**src/rtl/irq_pkg.sv**
```systemverilog
package irq_pkg;
    localparam int unsigned IRQ_N  = 8;
    localparam int unsigned IDX_W  = $clog2(IRQ_N);
    localparam int unsigned VEC_W  = 8;
    localparam int unsigned BASE_W = VEC_W - IDX_W;

    typedef logic [IRQ_N-1:0]  irq_vec_t;
    typedef logic [IDX_W-1:0]  irq_idx_t;
    typedef logic [BASE_W-1:0] irq_base_t;
endpackage

```
**src/rtl/irq_prio_enc.sv**
```systemverilog
module irq_prio_enc #(
    parameter int unsigned W  = 8,
    parameter int unsigned IW = $clog2(W)
) (
    input  logic [W-1:0]  req,
    output logic          found,
    output logic [IW-1:0] idx
);
    // lowest index wins: scan from the top so the last hit is the smallest
    always_comb begin
        found = 1'b0;
        idx   = '0;
        for (int i = W - 1; i >= 0; i--) begin
            if (req[i]) begin
                found = 1'b1;
                idx   = IW'(i);
            end
        end
    end
endmodule

```
**src/rtl/irq_request_reg.sv**
```systemverilog
module irq_request_reg
    import irq_pkg::*;
(
    input  logic     clk,
    input  logic     rst_n,
    input  irq_vec_t irq_in,
    input  logic     level_mode,
    input  irq_vec_t ack_clr,
    output irq_vec_t irr
);
    typedef struct packed {
        irq_vec_t irr;
        irq_vec_t prev;
    } req_st_t;

    req_st_t s_d, s_q;
    irq_vec_t rise;

    always_comb begin
        s_d      = s_q;
        rise     = irq_in & ~s_q.prev;
        s_d.prev = irq_in;
        if (level_mode) begin
            s_d.irr = irq_in;
        end else begin
            s_d.irr = (s_q.irr & ~ack_clr) | rise;
        end
    end

    always_ff @(posedge clk) begin
        if (!rst_n) begin
            s_q <= '0;
        end else begin
            s_q <= s_d;
        end
    end

    assign irr = s_q.irr;

    // edge mode: no pending bit is lost unless acknowledged
    assert_edge_hold_R2: assert property (@(posedge clk) disable iff (!rst_n)
        (!level_mode && ack_clr == '0) |=> ((irr & $past(irr)) == $past(irr)));

    // level mode: pending follows the sampled input
    assert_level_track_R3: assert property (@(posedge clk) disable iff (!rst_n)
        level_mode |=> (irr == $past(irq_in)));
endmodule

```
**src/rtl/irq_inservice_reg.sv**
```systemverilog
module irq_inservice_reg
    import irq_pkg::*;
(
    input  logic     clk,
    input  logic     rst_n,
    input  irq_vec_t set_bits,
    input  irq_vec_t clr_bits,
    output irq_vec_t isr
);
    typedef struct packed {
        irq_vec_t isr;
    } svc_st_t;

    svc_st_t s_d, s_q;

    always_comb begin
        s_d     = s_q;
        s_d.isr = (s_q.isr & ~clr_bits) | set_bits;
    end

    always_ff @(posedge clk) begin
        if (!rst_n) begin
            s_q <= '0;
        end else begin
            s_q <= s_d;
        end
    end

    assign isr = s_q.isr;
endmodule

```
**src/rtl/irq_resolver.sv**
```systemverilog
module irq_resolver
    import irq_pkg::*;
(
    input  logic              clk,
    input  logic              rst_n,
    input  logic [IRQ_N-1:0]  irq_in,
    input  logic              cfg_level,
    input  logic              cfg_auto_eoi,
    input  logic [BASE_W-1:0] cfg_base,
    input  logic [IRQ_N-1:0]  cfg_slave,
    input  logic              mask_we,
    input  logic [IRQ_N-1:0]  mask_wdata,
    input  logic              eoi,
    input  logic              inta,
    output logic              int_req,
    output logic              vec_valid,
    output logic [VEC_W-1:0]  vec_out,
    output logic              vec_slave,
    output logic [IRQ_N-1:0]  irr_out,
    output logic [IRQ_N-1:0]  imr_out,
    output logic [IRQ_N-1:0]  isr_out
);
    typedef struct packed {
        irq_vec_t         imr;
        logic [VEC_W-1:0] vec;
        logic             vec_valid;
        logic             slave;
    } top_st_t;

    top_st_t s_d, s_q;

    irq_vec_t irr, isr, req, ack_onehot, eoi_onehot, isr_set;
    logic     pend_found, svc_found, grant;
    irq_idx_t pend_idx, svc_idx;

    irq_request_reg u_req (
        .clk        (clk),
        .rst_n      (rst_n),
        .irq_in     (irq_in),
        .level_mode (cfg_level),
        .ack_clr    (ack_onehot),
        .irr        (irr)
    );

    irq_prio_enc #(.W(IRQ_N)) u_pend_pick (
        .req   (req),
        .found (pend_found),
        .idx   (pend_idx)
    );

    irq_prio_enc #(.W(IRQ_N)) u_svc_pick (
        .req   (isr),
        .found (svc_found),
        .idx   (svc_idx)
    );

    irq_inservice_reg u_svc (
        .clk      (clk),
        .rst_n    (rst_n),
        .set_bits (isr_set),
        .clr_bits (eoi_onehot),
        .isr      (isr)
    );

    always_comb begin
        req        = irr & ~s_q.imr;
        int_req    = pend_found && (!svc_found || (pend_idx < svc_idx));
        grant      = inta && int_req;
        ack_onehot = grant ? (irq_vec_t'(1) << pend_idx) : '0;
        eoi_onehot = (eoi && svc_found) ? (irq_vec_t'(1) << svc_idx) : '0;
        isr_set    = cfg_auto_eoi ? '0 : ack_onehot;

        s_d           = s_q;
        s_d.vec_valid = inta;
        if (mask_we) begin
            s_d.imr = mask_wdata;
        end
        if (grant) begin
            s_d.vec   = {cfg_base, pend_idx};
            s_d.slave = cfg_slave[pend_idx];
        end else if (inta) begin
            s_d.vec   = {cfg_base, {IDX_W{1'b1}}};
            s_d.slave = 1'b0;
        end
    end

    always_ff @(posedge clk) begin
        if (!rst_n) begin
            s_q <= '0;
        end else begin
            s_q <= s_d;
        end
    end

    assign vec_valid = s_q.vec_valid;
    assign vec_out   = s_q.vec;
    assign vec_slave = s_q.slave;
    assign irr_out   = irr;
    assign imr_out   = s_q.imr;
    assign isr_out   = isr;

    assert_mask_gate_R4: assert property (@(posedge clk) disable iff (!rst_n)
        int_req |-> ((irr_out & ~imr_out) != '0));

    assert_ack_enters_svc_R5: assert property (@(posedge clk) disable iff (!rst_n)
        (inta && int_req && !cfg_auto_eoi && !eoi)
        |=> ($countones(isr_out) == $countones($past(isr_out)) + 1));

    assert_eoi_drops_one_R7: assert property (@(posedge clk) disable iff (!rst_n)
        (eoi && !inta && isr_out != '0)
        |=> ($countones(isr_out) + 1 == $countones($past(isr_out))));

    assert_auto_keeps_svc_R8: assert property (@(posedge clk) disable iff (!rst_n)
        (inta && cfg_auto_eoi && !eoi) |=> (isr_out == $past(isr_out)));

    assert_vec_pulse_R9: assert property (@(posedge clk) disable iff (!rst_n)
        inta |=> vec_valid);

    assert_vec_quiet_R9: assert property (@(posedge clk) disable iff (!rst_n)
        !inta |=> !vec_valid);
endmodule

```
**config.mk**
```make
export PLATFORM = sky130hd
export DESIGN_NAME = irq_resolver
export DESIGN_NICKNAME = d
export VERILOG_FILES = /design/src/rtl/irq_pkg.sv /design/src/rtl/irq_prio_enc.sv /design/src/rtl/irq_request_reg.sv /design/src/rtl/irq_inservice_reg.sv /design/src/rtl/irq_resolver.sv
export SDC_FILE = /design/constraint.sdc
export NUM_CORES = 1
export LEC_CHECK = 0
export ABC_AREA = 1
export BUFFER_PORTS_ARGS = -buffer_cell sky130_fd_sc_hd__buf_2
export CORE_MARGIN = 2
export CORE_UTILIZATION = 51
export CTS_CLUSTER_SIZE = 40
export DETAILED_ROUTE_END_ITERATION = 16
export PLACE_DENSITY = 0.78
export SETUP_SLACK_MARGIN = 0.05
export SLEW_MARGIN = 15
export SYNTH_ARGS = -nofsm -noshare
export SYNTH_HDL_FRONTEND = slang
export SYNTH_HIERARCHICAL = 1
export SYNTH_SLANG_ARGS = --single-unit
```
**constraint.sdc**
```tcl
create_clock -name clk -period 2.8 [get_ports clk]
set_input_delay 0.56 -clock clk [delete_from_list [all_inputs] [get_ports clk]]
set_output_delay 0.56 -clock clk [all_outputs]
set_load 0.02 [all_outputs]
```
# Yosys cells after proc, flatten, opt, wreduce, memory -nomap -nowiden
# Cells that the tools add are included.
# word_totals
wordCells	69
inputBits	36
register_bits	42
out_inout_bits	35
# op_classes
bitwise_logic	10
shift	2
n_reduce_logical	6
magnitude_cmp	2
mux	42
# op_table
op	count
2-to-1 mux 3 bit	16
2-to-1 mux 8 bit	6
bitwise AND 8 bit	4
inverter 8 bit	4
2-to-1 mux 1 bit	19
bitwise OR 8 bit	2
left shift 1 x 3 -> 8 bit, first input constant	2
less-than comparator 3 x 4 -> 1 bit, second input constant	1
binary-select mux 1 bit (select 3 bit)	1
logical AND 1 bit	3
less-than comparator 3 bit	1
nonzero test 2 bit	1
zero test 1 bit	1
logical OR 1 bit	1

# Depth between registers and ports, before layout
# Gate-level depths: netlist of run 1.
# depth
word_depth	19
ltp_mapped	23
depth_no_buf	21

# Cells and area by module
# Netlist of run 1, hierarchy kept.
# by_module_without_submodules
mod	cells_per_inst	area_each_um2	seq_area_each_um2	instances
irq_resolver	185	1126.1	360.3	1
irq_request_reg	84	654.4	320.3	1
irq_inservice_reg	41	294.0	160.2	1
irq_prio_enc	22	98.8	0.0	2

# Worst setup path before layout of run 1
# Ideal clock, no wire load.
# synth_timing
path_kind	reg-to-output
startpoint	register u_req.s_q (netlist bit u_req/irr[7])
endpoint	output port int_req
path_buffers	1
path_slack_ps	387
t_arrival_ps	1853
stages_incl_launch_ff	15
required_ps	2240
cell_sequence	dfxtp_1 buf_4 inv_1 nor2_1 or2_1 nand3_1 a31oi_1 ha_1 nand2_1 inv_1 nand2_1 nand2_1 nand2_2 nand2_1 inv_1
# synth_between
elab_chain_cells	12
elab_cells_between_ends	20
cone_classes	order compare (1); mux (16); bitwise (1); reduce/logical (2)
# synth_rtl
element	line_no	source
from (decl)	irq_request_reg.sv:16	req_st_t s_d, s_q;
from (signal assigned)	irq_request_reg.sv:32	s_q <= '0;
from (signal assigned)	irq_request_reg.sv:34	s_q <= s_d;
bitwise AND 8 bit	irq_resolver.sv:66	req = irr & ~s_q.imr;
net req[7]	irq_resolver.sv:32	irq_vec_t irr, isr, req, ack_onehot, eoi_onehot, isr_set;
2-to-1 mux 3 bit (8 in series)	irq_prio_enc.sv:14	if (req[i]) begin
net pend_idx[1]	irq_resolver.sv:34	irq_idx_t pend_idx, svc_idx;
less-than comparator 3 bit	irq_resolver.sv:67	int_req = pend_found && (!svc_found || (pend_idx < svc_idx));
logical OR 1 bit	irq_resolver.sv:67	
logical AND 1 bit	irq_resolver.sv:67	
to (decl)	irq_resolver.sv:15	output logic int_req,
# The timed path passes the listed nets, and every way through them passes these cells.

# Worst setup path after layout of run 1
# Same ends and word-level chain as after synthesis.

==> run metrics, run 1 <==
outcome=complete, no violations; DIE HEIGHT=70.75 um; yosys warns=6; Setup CP Type=reg -> out; CP Cell Sequence=inv_1 -> nor2_1 -> or2_4 -> nand3_1 -> a31oi_2 -> ha_1 -> nand2_1 -> inv_1 -> nand2_1 -> nand2_1 -> nand2_2 -> nand2_1 -> inv_1 -> buf_4; Post-Syn Nets=approximately 390; Pins Over Slew Limit=0; DRT Wirelength=5217 um; MaxCap Viol Count=0; slowest stage cell, crit path=dfxtp_1; crit-path leading delay family=simple AND/OR/NAND/NOR gates; CTS buffer count=5; CTS Root Buffer Type=clkbuf_8; starting density of the core=52.55%; DR WL/cell=~11 um; Worst Skew=0.008982 ns; Reg area=844.6 um^2; Die Footprint=5005 um^2; DR iter-0 viols=145; Port Buffer Count=70; DP Area=2597 um^2; footprint of the multi-input gates=about 1100 um^2; total power=1.687 mW; ratio of cells with drive above 1 in the final layout=28.50%; CP dominant cell by count=nand2_1; Mapped Area=about 2300 um^2; worst-margin pin slew=approximately 0.46 ns; clock sink count=42; Layout Nets=458; Placed Cells incl. Taps=464; First-pass DRT Iterations=4; num rows=24; Worst Hold Depth=3; CTS Buffer Depth=2; Die W=70.75 um; final worst setup slack=0.1455 ns; CP required=2.24 ns; WHS Endpoint=u_req/s_q[0]; Cell variety after synth=24; Clock transition at path regs=0.08 ns; remaining global-route overflow=0; buffer and inverter count on the worst path=4; antenna-violating nets left=0; # diodes=0; Hold Crit Class=in -> reg; setup TNS=0 ns; R2R Setup Slk=0.50 ns; CTS tree=done; register bit total from synthesis=42; All-Layer GR Usage=21.29%; initial antenna violation count=0; Non-Filler Instances=473; I/O Pins=71; syn_area_per_cell=6.419 um^2; part of the cycle the worst path needs=between 90% and 100%; vias in the first global route=between 2k and 2.5k; Tmin final=2.655 ns; CP max stage delay=0.36 ns; CP Capture Type=primary output; PD cells=598.7 nW/um^2; Fillers=402; fmax=about 380 MHz; largest net degree at the start of global routing=26; relative slew slack=69.01%; Worst Path Max Fanout=3; Final Hold Vio Count=0; final setup vio count=0; residual DRC count=0; area grow syn2layout=24.01%; Synth Instances=354; Lkg Pwr=around 1.5 nW; FF-to-FF Start=u_req/irr[7]; routed via count=2202; RePlAce Congestion=0.8657; CP startpoint kind=register; CP arrival=2.09 ns; dpl hpwl=~3900 um; hold path start=irq_in[0]; hold_ws=about 0.46 ns; reg2reg path depth=18; final core utilization=65.16%; RR Endpoint=u_req/irr[5]; VDD IR-drop max=0.0003968 V; first-pass GRT wire length=8666 um; dpl ws=0.3872 ns; Clock Latency Late Sink=approximately 0.29 ns; vias per inst=4.655; core area=~4300 um^2; Seq/Total Area, Yosys=37.00%; H-tree level count=2; post-route cell area=2818 um^2
==> cells in the final DEF (no fill, tap or decap), drive strengths merged <==
cell type  Yosys  routed
a31oi          2       2
nand4          2       2
bufinv         0       2
o21ai         15      15
a21oi         12      12
nand3         11      11
buf           12      73
clkbuf         2       5
dfxtp         42      42
ha             2       2
nor3          10      10
nand2         95      95
clkinv         0       1
nor2          69      69
or2            2       2
inv           78      78
==> worst reg2reg max path: stages, from the launching register on <==
cell and delay (ns):
dfxtp_1 0.36, inv_1 0.06, nor2_1 0.18, or2_4 0.19, nand3_1 0.09, a31oi_2 0.16
ha_1 0.25, nand2_1 0.06, inv_1 0.03, nand2_1 0.05, nand2_1 0.05, nand2_2 0.08
nand3_4 0.10, inv_4 0.10, nand2_4 0.10, nor2_1 0.16, nor2_2 0.06, nand3_1 0.07
nand2_1 0.05
==> registers in the layout, summed over array words and instances (netlist names) <==
register   count
vec_out        8
imr_out        8
u_svc/isr      8
vec_slave      1
u_req/s_q      8
u_req/irr      8
vec_valid      1
==> synthesized netlist by cell type (all sizes together) <==
cell type,instances,area (um^2)
a31oi,2,12.51
buf,12,97.59
ha,2,25.02
inv,78,307.8
dfxtp,42,840.8
or2,2,12.51
nand2,95,376.6
nand4,2,12.51
clkbuf,2,7.510
a21oi,12,60.06
nor3,10,100.1
nor2,69,276.5
nand3,11,67.57
o21ai,15,75.07
==> logic make-up (layout without fill, tap and decap cells) <==
group | Yosys count | after routing | share of synthesized area, %
AO/OA/AOI/OAI | 29 | 29 | 6.498
adder cells (fa/ha/maj) | 2 | 2 | 1.101
buffers and inverters | 92 | 159 | 18.17
flip-flops | 42 | 42 | 37.00
AND/OR/NAND/NOR | 189 | 189 | 37.22
==> what timing repair did <==
item | in CTS | in global routing
endpoints found under the hold margin | 0 | 0
setup buffers | 0 | 1
pin swaps | 0 | 2
setup endpoints to repair | 1 | 1
hold buffers | 0 | 0
resized for setup | 1 | 16
==> power by group <==
group          total, mW  leakage (nW)  switching [mW]  internal (mW)
clock network      0.568        0.0683           0.211          0.357
logic              0.453          1.10           0.295          0.157
registers          0.666         0.349          0.0263          0.640
==> layout make-up <==
class                   instances  share of cell area, %
multi-input cells             220                  38.59
flip-flops and latches         42                  29.97
repair buffers                 73                  13.32
inverters                      78                  10.92
clock buffers                   5                  2.442
clock inverters                 3                  2.442
well taps                      52                  2.309
==> per-layer routing <==
layer / wire length [um] / vias up / track usage [%]
met2: 2433 / 68 / 35.31
met1: 2319 / 948 / 25.82
li1: - / 1174 / -
met4: 125 / 0 / 10.90
met3: 338 / 12 / 4.843
met5: 0 / - / 0
==> how the worst max path moves through the flow <==
stage	start	end	cells after the start
detailed placement	u_req/irr[7]	int_req	12
floorplan	u_req/irr[7]	int_req	14
global route	u_req/irr[7]	int_req	14
global placement	u_req/irr[7]	int_req	12
CTS	imr_out[7]	int_req	11
finish	u_req/irr[7]	int_req	14
Power figures use the tool's default switching activity.
==> inputs of run 2 (changes only) <==
- BUFFER_PORTS_ARGS: -buffer_cell sky130_fd_sc_hd__buf_2 -> default
- CORE_UTILIZATION: 51 -> 55
- DONT_BUFFER_PORTS: default -> 1
- PLACE_DENSITY: 0.78 -> 0.68
==> run 2 against run 1 <==
  * Flip-flop and latch count unchanged
  * Register-to-register slack gained 0.05 ns
  * Non-clock buffer count decreased by 65
  * Fmax up 1.2%
  * Core utilization down 4.8 points
  * Cell area fell by 14%
  * Critical path depth decreased by 4
  * Sequential power grew 6.2%
  * Largest cell class unchanged
==> run metrics, run 2 (same netlist as run 1, synthesis figures left out) <==
DRT Wirelength=4729 um (-9.4%); routed via count=1924 (-13%); num rows=23 (-4.2%); final core utilization=60.34% (-4.8 points); part of the cycle the worst path needs=93.65% (-1.2 points); vias in the first global route=1687 (-18%); final setup vio count=0 (unchanged); outcome=complete, no violations; CTS Buffer Depth=2 (unchanged); reg2reg path depth=14 (-4); DP Area=2290 um^2 (-12%); CTS tree=done; Pins Over Slew Limit=0 (unchanged); Tmin final=2.622 ns (-0.03245 ns); RePlAce Congestion=0.8434 (-2.6%); PD cells=603.6 nW/um^2 (+0.82%); total power=1.457 mW (-14%); residual DRC count=0 (unchanged); most common cell after layout, fill and taps aside=nand2_1; DR iter-0 viols=127 (-12%); first-pass GRT wire length=7376 um (-15%); CP Cell Sequence=nor2_1 -> inv_1 -> nand4_1 -> nor2_1 -> ha_1 -> a21oi_1 -> nand2_1 -> nand2_2 -> nand2_1 -> inv_2; DR WL/cell=11.65 um (+5.6%); CP startpoint kind=register; Die W=68.28 um (-3.5%); H-tree level count=2 (unchanged); remaining global-route overflow=0 (unchanged); First-pass DRT Iterations=4 (unchanged); core area=4000 um^2 (-7.5%); Clock Latency Late Sink=0.30 ns (about the same); I/O Pins=71 (unchanged); post-CTS sizing=0 (-1); slowest stage cell, crit path=dfxtp_1; crit-path leading delay family=simple AND/OR/NAND/NOR gates; Lkg Pwr=1.205 nW (-20%); DIE HEIGHT=68.28 um (-3.5%); fmax=381.4 MHz (+1.2%); dpl hpwl=3633 um (-6.7%); All-Layer GR Usage=21.48% (+0.19 points); worst-margin pin slew=0.3693 ns (-0.09554 ns); post-cts hold buffer count=0 (unchanged); Worst Hold Depth=2 (-1); CTS Root Buffer Type=clkbuf_8; Hold Crit Class=in -> reg; Final Hold Vio Count=0 (unchanged); CP required=2.24 ns (about the same); CP Capture Type=primary output; # diodes=0 (unchanged); Layout Nets=393 (-14%); commonest non-fill, non-tap cells in the layout=nand2_1, inv_1, nor2_1; vias per inst=4.739 (+1.8%); RSZ-0062 raised after global routing=false; Post-CTS Setup Inserts=0 (unchanged); starting density of the core=56.80% (+4.3 points); Die Footprint=4661 um^2 (-6.9%); Non-Filler Instances=406 (-14%); Port Buffer Count=0 (-100%); largest net degree at the start of global routing=26 (unchanged); relative slew slack=75.38% (+6.4 points); area grow syn2layout=6.222%; Clock transition at path regs=0.08 ns (about the same); antenna-violating nets left=0 (unchanged); setup TNS=0 ns (unchanged); ratio of cells with drive above 1 in the final layout=15.17% (-13 points); clock sink count=42 (unchanged); post-route cell area=2414 um^2 (-14%); Worst Skew=0.002908 ns (-0.006074 ns); initial antenna violation count=0 (unchanged); Worst Path Max Fanout=3 (unchanged); buffer and inverter count on the worst path=2 (-2); Setup CP Type=reg -> out; Placed Cells incl. Taps=398 (-14%); Fillers=380 (-5.5%); CP arrival=2.06 ns (-0.03 ns); MaxCap Viol Count=0 (unchanged); CP max stage delay=0.48 ns (+0.12 ns); Crit. path cell count=10 (-4); VDD IR-drop max=0.0002750 V (-31%); CTS buffer count=5 (unchanged)
## run 2: cell types whose count changed in the layout (fill, tap and decap cells not counted), moves of 2 or more
cell / previous run / this run
buf_2: 69 / 0
buf_4: 4 / 8
dfxtp_1: 39 / 35
dfxtp_2: 3 / 7
nor2_1: 58 / 62
nor2_2: 10 / 7
bufinv_16: 2 / 0
## run 2: power by group
group	switching, mW	total, mW	internal [mW]
Combinational	0.217	0.327	0.110
Clock	0.220	0.423	0.203
Sequential	0.0666	0.707	0.641
## run 2: per-layer routing
metal | routed length, um | global-route usage [%]
met2 | 2078 | 33.50
met1 | 2312 | 28.50
met4 | 66 | 7.500
met3 | 272 | 5.757
met5 | 0 | 0
## run 2: stage by stage
step           hold slack [ns]  worst slack (ns)
6_report                0.3556            0.1779
5_1_grt                 0.3445           0.04966
4_1_cts                 0.3482           0.05050
3_5_place_dp            0.4562            0.3877
3_3_place_gp            0.4503            0.3762
2_1_floorplan           0.4427            0.3875
## run 2: area by class of cell
class                           instances  area [um^2]  share of cell area, %
Clock buffer                            6        82.58                  3.421
Timing Repair Buffer                    8        60.06                  2.488
Inverter                               78        307.8                  12.75
Tap cell                               50        62.56                  2.592
Clock inverter                          2        16.27                 0.6739
Sequential cell                        42        849.6                  35.20
Multi-Input combinational cell        220         1035                  42.87
## run 2: final timing paths
check / start / endpoint / slack (ns)
worst max-delay path: imr_out[0] / int_req / 0.18
worst min-delay path: irq_in[6] / u_req/s_q[6] / 0.36
worst max register to register: imr_out[0] / u_svc/isr[0] / 0.55
worst min register to register: u_req/s_q[0] / u_req/irr[0] / 0.47
